`config.mk`:
```
export PLATFORM = sky130hd
export DESIGN_NAME = dbl_to_sgl_odd
export DESIGN_NICKNAME = d
export VERILOG_FILES = /design/src/rtl/rto_pkg.sv /design/src/rtl/rto_classify.sv /design/src/rtl/rto_jam_shift.sv /design/src/rtl/dbl_to_sgl_odd.sv
export SDC_FILE = /design/constraint.sdc
export NUM_CORES = 1
export LEC_CHECK = 0
export ABC_CLOCK_PERIOD_IN_PS = 4700
export BUFFER_PORTS_ARGS = -buffer_cell sky130_fd_sc_hd__buf_2
export CELL_PAD_IN_SITES_DETAIL_PLACEMENT = 1
export CELL_PAD_IN_SITES_GLOBAL_PLACEMENT = 1
export CORE_MARGIN = 2
export CORE_UTILIZATION = 47
export CTS_CLUSTER_SIZE = 10
export DETAILED_ROUTE_END_ITERATION = 6
export PLACE_DENSITY = 0.86
export REMOVE_ABC_BUFFERS = 1
export SLEW_MARGIN = 5
export SYNTH_ARGS = -nofsm -noshare
export SYNTH_HDL_FRONTEND = slang
export SYNTH_SLANG_ARGS = --single-unit
```
`constraint.sdc`:
```
create_clock -name clk -period 4.7 [get_ports clk]
set_clock_uncertainty 0.1 [all_clocks]
set_input_delay 0.235 -clock clk [delete_from_list [all_inputs] [get_ports clk]]
set_output_delay 0.235 -clock clk [all_outputs]
set_load 0.01 [all_outputs]
```
`src/rtl/rto_pkg.sv`:
```
package rto_pkg;

    // Operand class decided in the classify state
    typedef enum logic [2:0] {
        CAT_ZERO,
        CAT_DIN,
        CAT_INF,
        CAT_QNAN,
        CAT_SNAN,
        CAT_OVF,
        CAT_NORM,
        CAT_SUB
    } cat_e;

    typedef enum logic [1:0] {
        ST_IDLE,
        ST_CLASSIFY,
        ST_PACK
    } state_e;

endpackage

```
`src/rtl/rto_classify.sv`:
```
module rto_classify
    import rto_pkg::*;
#(
    parameter int IN_EW  = 11,
    parameter int IN_FW  = 52,
    parameter int OUT_EW = 8,
    parameter int OUT_FW = 23,
    parameter int SH_W   = 6
) (
    input  logic [IN_EW-1:0] exp_in,
    input  logic [IN_FW-1:0] frac_in,
    output cat_e             cat,
    output logic [SH_W-1:0]  sub_shift
);

    localparam int IN_BIAS  = (1 << (IN_EW - 1)) - 1;
    localparam int OUT_BIAS = (1 << (OUT_EW - 1)) - 1;
    localparam int EXP_OFF  = IN_BIAS - OUT_BIAS;
    localparam int EXP_TOP  = EXP_OFF + (1 << OUT_EW) - 2;
    localparam int EXP_ALL  = (1 << IN_EW) - 1;
    localparam int SIG_W    = IN_FW + 1;
    localparam int SUB_BASE = IN_FW - OUT_FW + EXP_OFF + 1;

    int e_i;
    int ediff;

    always_comb begin
        e_i   = int'(exp_in);
        ediff = SUB_BASE - e_i;
        if (ediff > SIG_W) ediff = SIG_W;   // nothing survives past full width
        if (ediff < 0)     ediff = 0;
        sub_shift = SH_W'(ediff);

        if (e_i == EXP_ALL) begin
            if (frac_in == '0)           cat = CAT_INF;
            else if (frac_in[IN_FW-1])   cat = CAT_QNAN;
            else                         cat = CAT_SNAN;
        end else if (e_i == 0) begin
            cat = (frac_in == '0) ? CAT_ZERO : CAT_DIN;
        end else if (e_i > EXP_TOP) begin
            cat = CAT_OVF;
        end else if (e_i > EXP_OFF) begin
            cat = CAT_NORM;
        end else begin
            cat = CAT_SUB;
        end
    end

endmodule

```
`src/rtl/rto_jam_shift.sv`:
```
module rto_jam_shift #(
    parameter int SIG_W  = 53,
    parameter int OUT_FW = 23,
    parameter int SH_W   = 6
) (
    input  logic [SIG_W-1:0]  sig,
    input  logic [SH_W-1:0]   shamt,
    output logic [OUT_FW-1:0] kept,
    output logic              lost
);

    logic [SIG_W-1:0] dropped;

    assign kept = OUT_FW'(sig >> shamt);

    // One sticky term per significand bit: set if that bit falls off the end
    for (genvar i = 0; i < SIG_W; i++) begin : g_drop
        assign dropped[i] = sig[i] & (SH_W'(i) < shamt);
    end

    assign lost = |dropped;

endmodule

```
`src/rtl/dbl_to_sgl_odd.sv`:
```
module dbl_to_sgl_odd
    import rto_pkg::*;
#(
    parameter int IN_EW  = 11,
    parameter int IN_FW  = 52,
    parameter int OUT_EW = 8,
    parameter int OUT_FW = 23
) (
    input  logic                     clk,
    input  logic                     rst_n,
    input  logic                     start,
    input  logic [IN_EW+IN_FW:0]     dbl_in,
    input  logic                     dflt_nan,
    input  logic                     flush_zero,
    output logic                     busy,
    output logic                     done,
    output logic [OUT_EW+OUT_FW:0]   sgl_out,
    output logic                     flag_ovf,
    output logic                     flag_unf,
    output logic                     flag_inx,
    output logic                     flag_inv
);

    localparam int IN_W     = 1 + IN_EW + IN_FW;
    localparam int OUT_W    = 1 + OUT_EW + OUT_FW;
    localparam int SIG_W    = IN_FW + 1;
    localparam int SH_W     = $clog2(SIG_W + 1);
    localparam int IN_BIAS  = (1 << (IN_EW - 1)) - 1;
    localparam int OUT_BIAS = (1 << (OUT_EW - 1)) - 1;
    localparam int EXP_OFF  = IN_BIAS - OUT_BIAS;
    localparam int LOST_W   = IN_FW - OUT_FW;

    localparam logic [OUT_W-2:0] MAX_MAG  = {{(OUT_EW-1){1'b1}}, 1'b0, {OUT_FW{1'b1}}};
    localparam logic [OUT_W-1:0] DEF_NAN  = {1'b0, {OUT_EW{1'b1}}, 1'b1, {(OUT_FW-1){1'b0}}};

    state_e state_q, state_d;

    logic [IN_W-1:0] op_q;
    logic            dn_q, fz_q;
    cat_e            cat_q;
    logic [SH_W-1:0] sh_q;
    logic            done_q;

    logic [OUT_W-1:0] res_q;
    logic             ovf_q, unf_q, inx_q, inv_q;

    logic             op_sign;
    logic [IN_EW-1:0] op_exp;
    logic [IN_FW-1:0] op_frac;

    cat_e             cat_c;
    logic [SH_W-1:0]  sh_c;
    logic [OUT_FW-1:0] sub_keep;
    logic             sub_lost;
    logic [OUT_EW-1:0] norm_exp;
    logic [OUT_FW-1:0] norm_keep;
    logic             norm_lost;
    logic [OUT_FW-2:0] nan_pay;

    logic [OUT_W-1:0] res_c;
    logic             ovf_c, unf_c, inx_c, inv_c;

    assign op_sign = op_q[IN_W-1];
    assign op_exp  = op_q[IN_W-2 -: IN_EW];
    assign op_frac = op_q[IN_FW-1:0];

    rto_classify #(
        .IN_EW (IN_EW),
        .IN_FW (IN_FW),
        .OUT_EW(OUT_EW),
        .OUT_FW(OUT_FW),
        .SH_W  (SH_W)
    ) u_class (
        .exp_in   (op_exp),
        .frac_in  (op_frac),
        .cat      (cat_c),
        .sub_shift(sh_c)
    );

    rto_jam_shift #(
        .SIG_W (SIG_W),
        .OUT_FW(OUT_FW),
        .SH_W  (SH_W)
    ) u_shift (
        .sig  ({1'b1, op_frac}),
        .shamt(sh_q),
        .kept (sub_keep),
        .lost (sub_lost)
    );

    // Normal-range path: rebias and truncate
    assign norm_exp  = OUT_EW'(op_exp - IN_EW'(EXP_OFF));
    assign norm_keep = op_frac[IN_FW-1 -: OUT_FW];
    assign norm_lost = |op_frac[LOST_W-1:0];
    assign nan_pay   = op_frac[IN_FW-2 -: OUT_FW-1];

    // Result selection by class
    always_comb begin
        res_c = '0;
        ovf_c = 1'b0;
        unf_c = 1'b0;
        inx_c = 1'b0;
        inv_c = 1'b0;
        unique case (cat_q)
            CAT_ZERO: res_c = {op_sign, {(OUT_W-1){1'b0}}};
            CAT_DIN: begin
                unf_c = 1'b1;
                inx_c = 1'b1;
                res_c = fz_q ? {op_sign, {(OUT_W-1){1'b0}}}
                             : {op_sign, {(OUT_W-2){1'b0}}, 1'b1};   // odd jam of nothing
            end
            CAT_INF: res_c = {op_sign, {OUT_EW{1'b1}}, {OUT_FW{1'b0}}};
            CAT_QNAN, CAT_SNAN: begin
                inv_c = (cat_q == CAT_SNAN);
                res_c = dn_q ? DEF_NAN : {op_sign, {OUT_EW{1'b1}}, 1'b1, nan_pay};
            end
            CAT_OVF: begin
                ovf_c = 1'b1;
                inx_c = 1'b1;
                res_c = {op_sign, MAX_MAG};
            end
            CAT_NORM: begin
                inx_c = norm_lost;
                res_c = {op_sign, norm_exp, norm_keep[OUT_FW-1:1], norm_keep[0] | norm_lost};
            end
            CAT_SUB: begin
                if (fz_q) begin
                    unf_c = 1'b1;
                    inx_c = 1'b1;
                    res_c = {op_sign, {(OUT_W-1){1'b0}}};
                end else begin
                    unf_c = sub_lost;
                    inx_c = sub_lost;
                    res_c = {op_sign, {OUT_EW{1'b0}}, sub_keep[OUT_FW-1:1], sub_keep[0] | sub_lost};
                end
            end
            default: res_c = '0;
        endcase
    end

    // Next-state logic
    always_comb begin
        state_d = state_q;
        unique case (state_q)
            ST_IDLE:     if (start) state_d = ST_CLASSIFY;
            ST_CLASSIFY: state_d = ST_PACK;
            ST_PACK:     state_d = ST_IDLE;
            default:     state_d = ST_IDLE;
        endcase
    end

    // State register
    always_ff @(posedge clk) begin
        if (!rst_n) state_q <= ST_IDLE;
        else        state_q <= state_d;
    end

    // Datapath and output registers
    always_ff @(posedge clk) begin
        if (!rst_n) begin
            op_q   <= '0;
            dn_q   <= 1'b0;
            fz_q   <= 1'b0;
            cat_q  <= CAT_ZERO;
            sh_q   <= '0;
            done_q <= 1'b0;
            res_q  <= '0;
            ovf_q  <= 1'b0;
            unf_q  <= 1'b0;
            inx_q  <= 1'b0;
            inv_q  <= 1'b0;
        end else begin
            done_q <= 1'b0;
            unique case (state_q)
                ST_IDLE: begin
                    if (start) begin
                        op_q <= dbl_in;
                        dn_q <= dflt_nan;
                        fz_q <= flush_zero;
                    end
                end
                ST_CLASSIFY: begin
                    cat_q <= cat_c;
                    sh_q  <= sh_c;
                end
                ST_PACK: begin
                    res_q  <= res_c;
                    ovf_q  <= ovf_c;
                    unf_q  <= unf_c;
                    inx_q  <= inx_c;
                    inv_q  <= inv_c;
                    done_q <= 1'b1;
                end
                default: ;
            endcase
        end
    end

    assign busy     = (state_q != ST_IDLE);
    assign done     = done_q;
    assign sgl_out  = res_q;
    assign flag_ovf = ovf_q;
    assign flag_unf = unf_q;
    assign flag_inx = inx_q;
    assign flag_inv = inv_q;

endmodule

```
# [Word-level counts from Yosys, hierarchy flattened]
# Cells that the tools add are included.
[word_totals] regBits=114 input_bits=69 output_inout_bits=38 word_cells=168
[classes] add_sub_neg=2 order_cmp=57 n_eq_ne=11 n_shift=1 mux=21 bitwise=54 n_reduce_logical=10
[op_table] operator="$pmux 32 s7" n=1
[op_table] operator="$lt 6x6->1 const A" n=21
[op_table] operator="$lt 5x6->1 const A" n=16
[op_table] operator="$mux 32" n=2
[op_table] operator="$reduce_or 53->1" n=1
[op_table] operator="$shr 53x6->23" n=1
[op_table] operator="$and 1x1->1" n=52
[op_table] operator="$logic_not 52->1" n=1
[op_table] operator="$lt 4x6->1 const A" n=8
[op_table] operator="$gt 32x7->1 const B" n=1
[op_table] operator="$lt 32x1->1 const B" n=1
[op_table] operator="$reduce_or 29->1" n=1
[op_table] operator="$lt 3x6->1 const A" n=4
[op_table] operator="$mux 23" n=1
[op_table] operator="$mux 3" n=5
[op_table] operator="$eq 3x3->1 const B" n=4
[op_table] operator="$lt 1x6->1 const A" n=2
[op_table] operator="$lt 2x6->1 const A" n=2
[op_table] operator="$sub 10x11->12 const A" n=1
[op_table] operator="$eq 11x1->1 const B" n=1
[op_table] operator="$gt 11x10->1 const B" n=1
[op_table] operator="$gt 11x11->1 const B" n=1
[op_table] operator="$logic_not 11->1" n=1
[op_table] operator="$sub 8x8->8 const B" n=1
[op_table] operator="17 further kinds" n=26

# [Depth between registers and ports, before layout]
[logic_depth] word_depth=6 ltp_mapped=11 ltp_nobuf=8

# [Cells and area by module]
# A second synthesis with hierarchy kept.
[hier_totals] cells_unflattened=1114 area_unflattened_um2=9118.7
[by_module_without_submodules] module="dbl_to_sgl_odd" n_inst=1 cells_per_inst=572 area_per_inst_um2=4834.6 seq_area_each_um2=2282.2
[by_module_without_submodules] module="rto_jam_shift" n_inst=1 cells_per_inst=457 area_per_inst_um2=3679.8 seq_area_each_um2=0.0
[by_module_without_submodules] module="rto_classify" n_inst=1 cells_per_inst=85 area_per_inst_um2=604.3 seq_area_each_um2=0.0

# [Worst setup path before layout]
# No wires, ideal clock.
[synth_path] path_kind="register to register" start="reg sh_q[1]" end="reg res_q[0], in the netlist sgl_out[0]" setup_time_ns=0.142 arrival_ns=2.304 required_ns=4.458 slack_ns=2.154 stages_incl_launch_ff=9 n_path_buf=1 synth_period_minus_slack_ns=2.546 path_cell_list="dfxtp_1 > clkbuf_2 > or3_4 > a221o_1 > o41ai_2 > o211ai_1 > a221o_1 > o41ai_2 > a221oi_1"
[synth_via] elab_chain_cells=6 word_cells_on_any_way=110 cone_classes="order compare: 53; shift: 1; mux: 2; bitwise: 53; reduce/logical: 1"
[synth_rtl] item="start: declaration" line="dbl_to_sgl_odd.sv:41" source="logic [SH_W-1:0] sh_q;"
[synth_rtl] item="start signal: assignment" line="dbl_to_sgl_odd.sv:165" source="sh_q <= '0;"
[synth_rtl] item="start signal: assignment" line="dbl_to_sgl_odd.sv:184" source="sh_q <= sh_c;"
[synth_rtl] item="$lt 1x6->1 (tied with other cells)" line="rto_jam_shift.sv:18" source="assign dropped[i] = sig[i] & (SH_W'(i) < shamt);"
[synth_rtl] item="$and 1x1->1" line="rto_jam_shift.sv:18"
[synth_rtl] item="$reduce_or 53->1" line="rto_jam_shift.sv:21" source="assign lost = |dropped;"
[synth_rtl] item="$or 1x1->1 *" line="dbl_to_sgl_odd.sv:134" source="res_c = {op_sign, {OUT_EW{1'b0}}, sub_keep[OUT_FW-1:1], sub_keep[0] | sub_lost};"
[synth_rtl] item="$mux 23 *" line="dbl_to_sgl_odd.sv:127" source="if (fz_q) begin"
[synth_rtl] item="$pmux 32 s7 *" line="dbl_to_sgl_odd.sv:104" source="unique case (cat_q)"
[synth_rtl] item="end signal: assignment" line="dbl_to_sgl_odd.sv:187" source="res_q <= res_c;"
[synth_rtl] item="end: declaration" line="dbl_to_sgl_odd.sv:44" source="logic [OUT_W-1:0] res_q;"
# Mark *: on every way between the ends. The rest lies on a longest branch, timed or not.
# A chain may end at the register's enable or synchronous reset.

# [Final worst setup path]
[layout_path] start="reg sh_q[1]" end="reg res_q[9], in the netlist sgl_out[9]"
[layout_via] elab_chain_cells=3
[layout_rtl] item="$shr 53x6->23" line="rto_jam_shift.sv:14" source="assign kept = OUT_FW'(sig >> shamt);"
[layout_rtl] item="$mux 23" line="dbl_to_sgl_odd.sv:127"
[layout_rtl] item="$pmux 32 s7" line="dbl_to_sgl_odd.sv:104"
# Every way passes these cells.

==> results.md <==
- Most used flip-flop cell after synthesis: sky130_fd_sc_hd__dfxtp_1
- Residual antenna-violating net count after detailed routing: 0
- End-of-flow core utilization: 0.580
- Final count of pins violating max slew: 0
- Clock power share: 0.430
- Share of flip-flops with an asynchronous set or reset after synthesis: 0
- CTS tree: built
- Clock latency on the worst-skew pair: 440 ps
- Max-Cap Viols: 0
- Buffer levels on the longest clock path: 2
- Post-route worst hold slack: 41.8 ps
- Clock transition at the registers of the reported paths: 60 ps
- Shortest period the worst path allows: 3540 ps
- Combinational power share: 0.209
- I/O pin total: 107
- Horizontal extent of the die: 139 um
- Final number of hold-violating endpoints: 0
- Aggregate global routing overflow: 0
- Detail Placement HPWL: 24.1 mm
- Core Rows: 49
- Most common library cells after synthesis: sky130_fd_sc_hd__nand2_1, sky130_fd_sc_hd__a21oi_1, sky130_fd_sc_hd__dfxtp_1
- Number of buffers inserted by port buffering: 106
- Post-synthesis instance total: 1122
- Die Height: 139 um
- Post-synth top area cell: sky130_fd_sc_hd__dfxtp_1
- Net Sw Frac: 0.348
- Area growth from synthesis to final layout: 21.3%
- Sum of routed wire length over all layers: 40.1 mm
- Cells taking the most area after synthesis: sky130_fd_sc_hd__dfxtp_1, sky130_fd_sc_hd__mux4_2, sky130_fd_sc_hd__nand2_1, sky130_fd_sc_hd__a21oi_1, sky130_fd_sc_hd__mux2i_1
- Average wire per cell in the routed design: 27.3 um
- Run status: finished with violations
- Proportion of layout cells with a drive suffix above 1: 0.202
- Total global routing track utilization: 0.415
- Worst hold-check path type: in -> reg
- Start-to-end type of the worst setup path: reg -> reg
- Maximum number of pins on one net before global-route repair: 68
- Chain of cells forming the critical path: buf_4 > mux4_2 > mux2i_1 > nor2_1 > a21oi_1 > o221ai_1 > a31oi_1 > nor2_1
- H-Tree Depth: 4
- Post-synthesis cell area: 8600 um^2
- Count of final setup violators: 0
- Least-Margin Pin Slew: 1340 ps
- Core box area: 18000 um^2
- Max-slew headroom at the worst pin: 0.0954
- Dominant cell by count in the synthesized netlist: sky130_fd_sc_hd__nand2_1
- Post-synthesis sequential area ratio: 0.265
- Cell internal pwr: 2070 uW
- Worst ir drop on vdd: 0.283 mV
- Setup repair after global routing missed its margin: false
- Worst setup slack after placement: 1530 ps
- Synth warnings: 0
- Detailed-route DRC error count: 4
- Distinct cell type count after synthesis: 73
- Total CTS buffers: 17
- Wire length of the first global-routing pass: 62.6 mm
- Worst path most repeated cell: sky130_fd_sc_hd__nor2_1
- Number of global-route vias before repair: 10.8k
- Final critical-path share of the clock period: 0.753
- Iteration-0 DRC count of the detailed router: 1539
- Number of sinks handled by clock tree synthesis: 114
- Delay of the slowest cell on the worst path: 840 ps
- Final worst-path setup slack: 1160 ps
- Total number of vias: 10.2k
- Power density of the placed cells: 305 nW/um^2
- Die Area: 19400 um^2
- LEAKAGE: 0.00384 uW
- Final-layout setup total negative slack: 0 ps
- Cell type of the slowest stage on the worst timing path: sky130_fd_sc_hd__dfxtp_4
- Ratio of routed vias to standard cells: 6.95
- Kind of end point of the critical path: flop
- Post-synth top area share: 0.265
- Arrival time at the worst endpoint: 3750 ps
- Worst Path Max Fanout: 53
- Initial antenna violation count: 2
- Post-synthesis register bit count: 114
- DR pass1 iterations: 7
- Net switching power figure: 1100 uW
- Register share of total power: 0.361
- Startpoint type of the worst setup path: flop
- Weighted congestion reported at the end of routability-driven placement: 1.01
- Violated checks: DRC
- Required time at the worst-slack endpoint: 4910 ps
- Cells resized by post-CTS repair: 0
- Achievable clock frequency: 283 MHz
- Post-synth EDFFs: 0
- Post-layout net count: 1300
- Cell chosen for the clock root: sky130_fd_sc_hd__clkbuf_16
- Average instance area after synthesis: 7.66 um^2
- Initial core utilization: 0.479
[placed cells by master, fill, tap and decap left out, drive strengths merged, types with 24 or more instances in the layout]
cell,netlist,routed
dfxtp,114,114
dlygate4sd3,0,65
buf,45,131
mux2i,51,51
mux4,42,42
nand2,221,221
o21ai,52,52
a21oi,126,126
inv,19,24
nor2,89,89
[worst max-delay path, delay by kind of cell, from the launching register on]
kind,cells,cell delay [ps]
AO/OA/AOI/OAI,3,880
buffers and inverters,1,420
multiplexers,2,970
AND/OR/NAND/NOR,2,170
flip-flops,1,840
[final timing paths]
check	to	depth (start not counted)	startpoint	slack [ps]
setup / recovery	sgl_out[9]$_SDFFE_PN0P_	8	sh_q[1]$_SDFFE_PN0N_	1160
hold / removal	op_q[44]$_SDFFE_PN0P_	3	dbl_in[44]	40
setup reg to reg	sgl_out[9]$_SDFFE_PN0P_	8	sh_q[1]$_SDFFE_PN0N_	1160
hold reg to reg	flag_ovf$_SDFFE_PN0P_	2	flag_ovf$_SDFFE_PN0P_	370
[routing by layer]
metal	up-vias	wire [um]	track usage
met3	227	4160	0.116
met5	-	0	0
li1	4329	-	-
met1	4999	14700	0.488
met2	665	18500	0.664
met4	0	2680	0.276
[area by class of cell]
| type | count | area [um^2] |
|---|---|---|
| Inverter | 19 | 71.3 |
| Timing Repair Buffer | 196 | 1370 |
| Sequential cell | 114 | 2290 |
| Multi-Input combinational cell | 878 | 5810 |
| Fill cell | 2211 | 7540 |
| Tap cell | 229 | 287 |
| Clock buffer | 17 | 425 |
| Antenna cell | 2 | 5.00 |
| Clock inverter | 15 | 174 |
[sequential cells by signal (all words and copies together) (netlist names)]
name	flops
flag_inv	1
cat_q	3
dn_q	1
flag_inx	1
fz_q	1
flag_ovf	1
done	1
flag_unf	1
op_q	64
sh_q	6
sgl_out	32
state_q	2
[power groups by stage]
stage               Sequential (uW)  Clock (uW)  Combinational [uW]
floorplan                      1110           0                 367
global placement               1150           0                 555
detailed placement             1150           0                 571
CTS                            1130        1350                 621
global route                   1150        1410                 706
finish                         1150        1370                 663
[cells by family after synthesis]
logic type	count (synthesis)	synth area share
AND/OR/NAND/NOR	432	0.221
buffers and inverters	130	0.0613
flip-flops	114	0.265
multiplexers	114	0.197
XOR/XNOR	3	0.00306
AO/OA/AOI/OAI	322	0.243
adder cells (fa/ha/maj)	7	0.00960
[repair_timing]
action / CTS / global route
setup endpoints to repair: 0 / 0
hold buffers: 65 / 0
setup buffers: 0 / 0
endpoints found under the hold margin: 65 / 0
[through the flow]
| stage | power [uW] | instances | instance area [um^2] |
|---|---|---|---|
| after floorplan | 1480 | 1011 | 8140 |
| after CTS | 3110 | 1468 | 10400 |
| after global placement | 1700 | 1371 | 9170 |
| after detailed placement | 1720 | 1371 | 9170 |
| after global routing | 3260 | 1469 | 10400 |
| final | 3180 | 1470 | 10400 |
No activity file was read; power rests on OpenSTA's default activity.
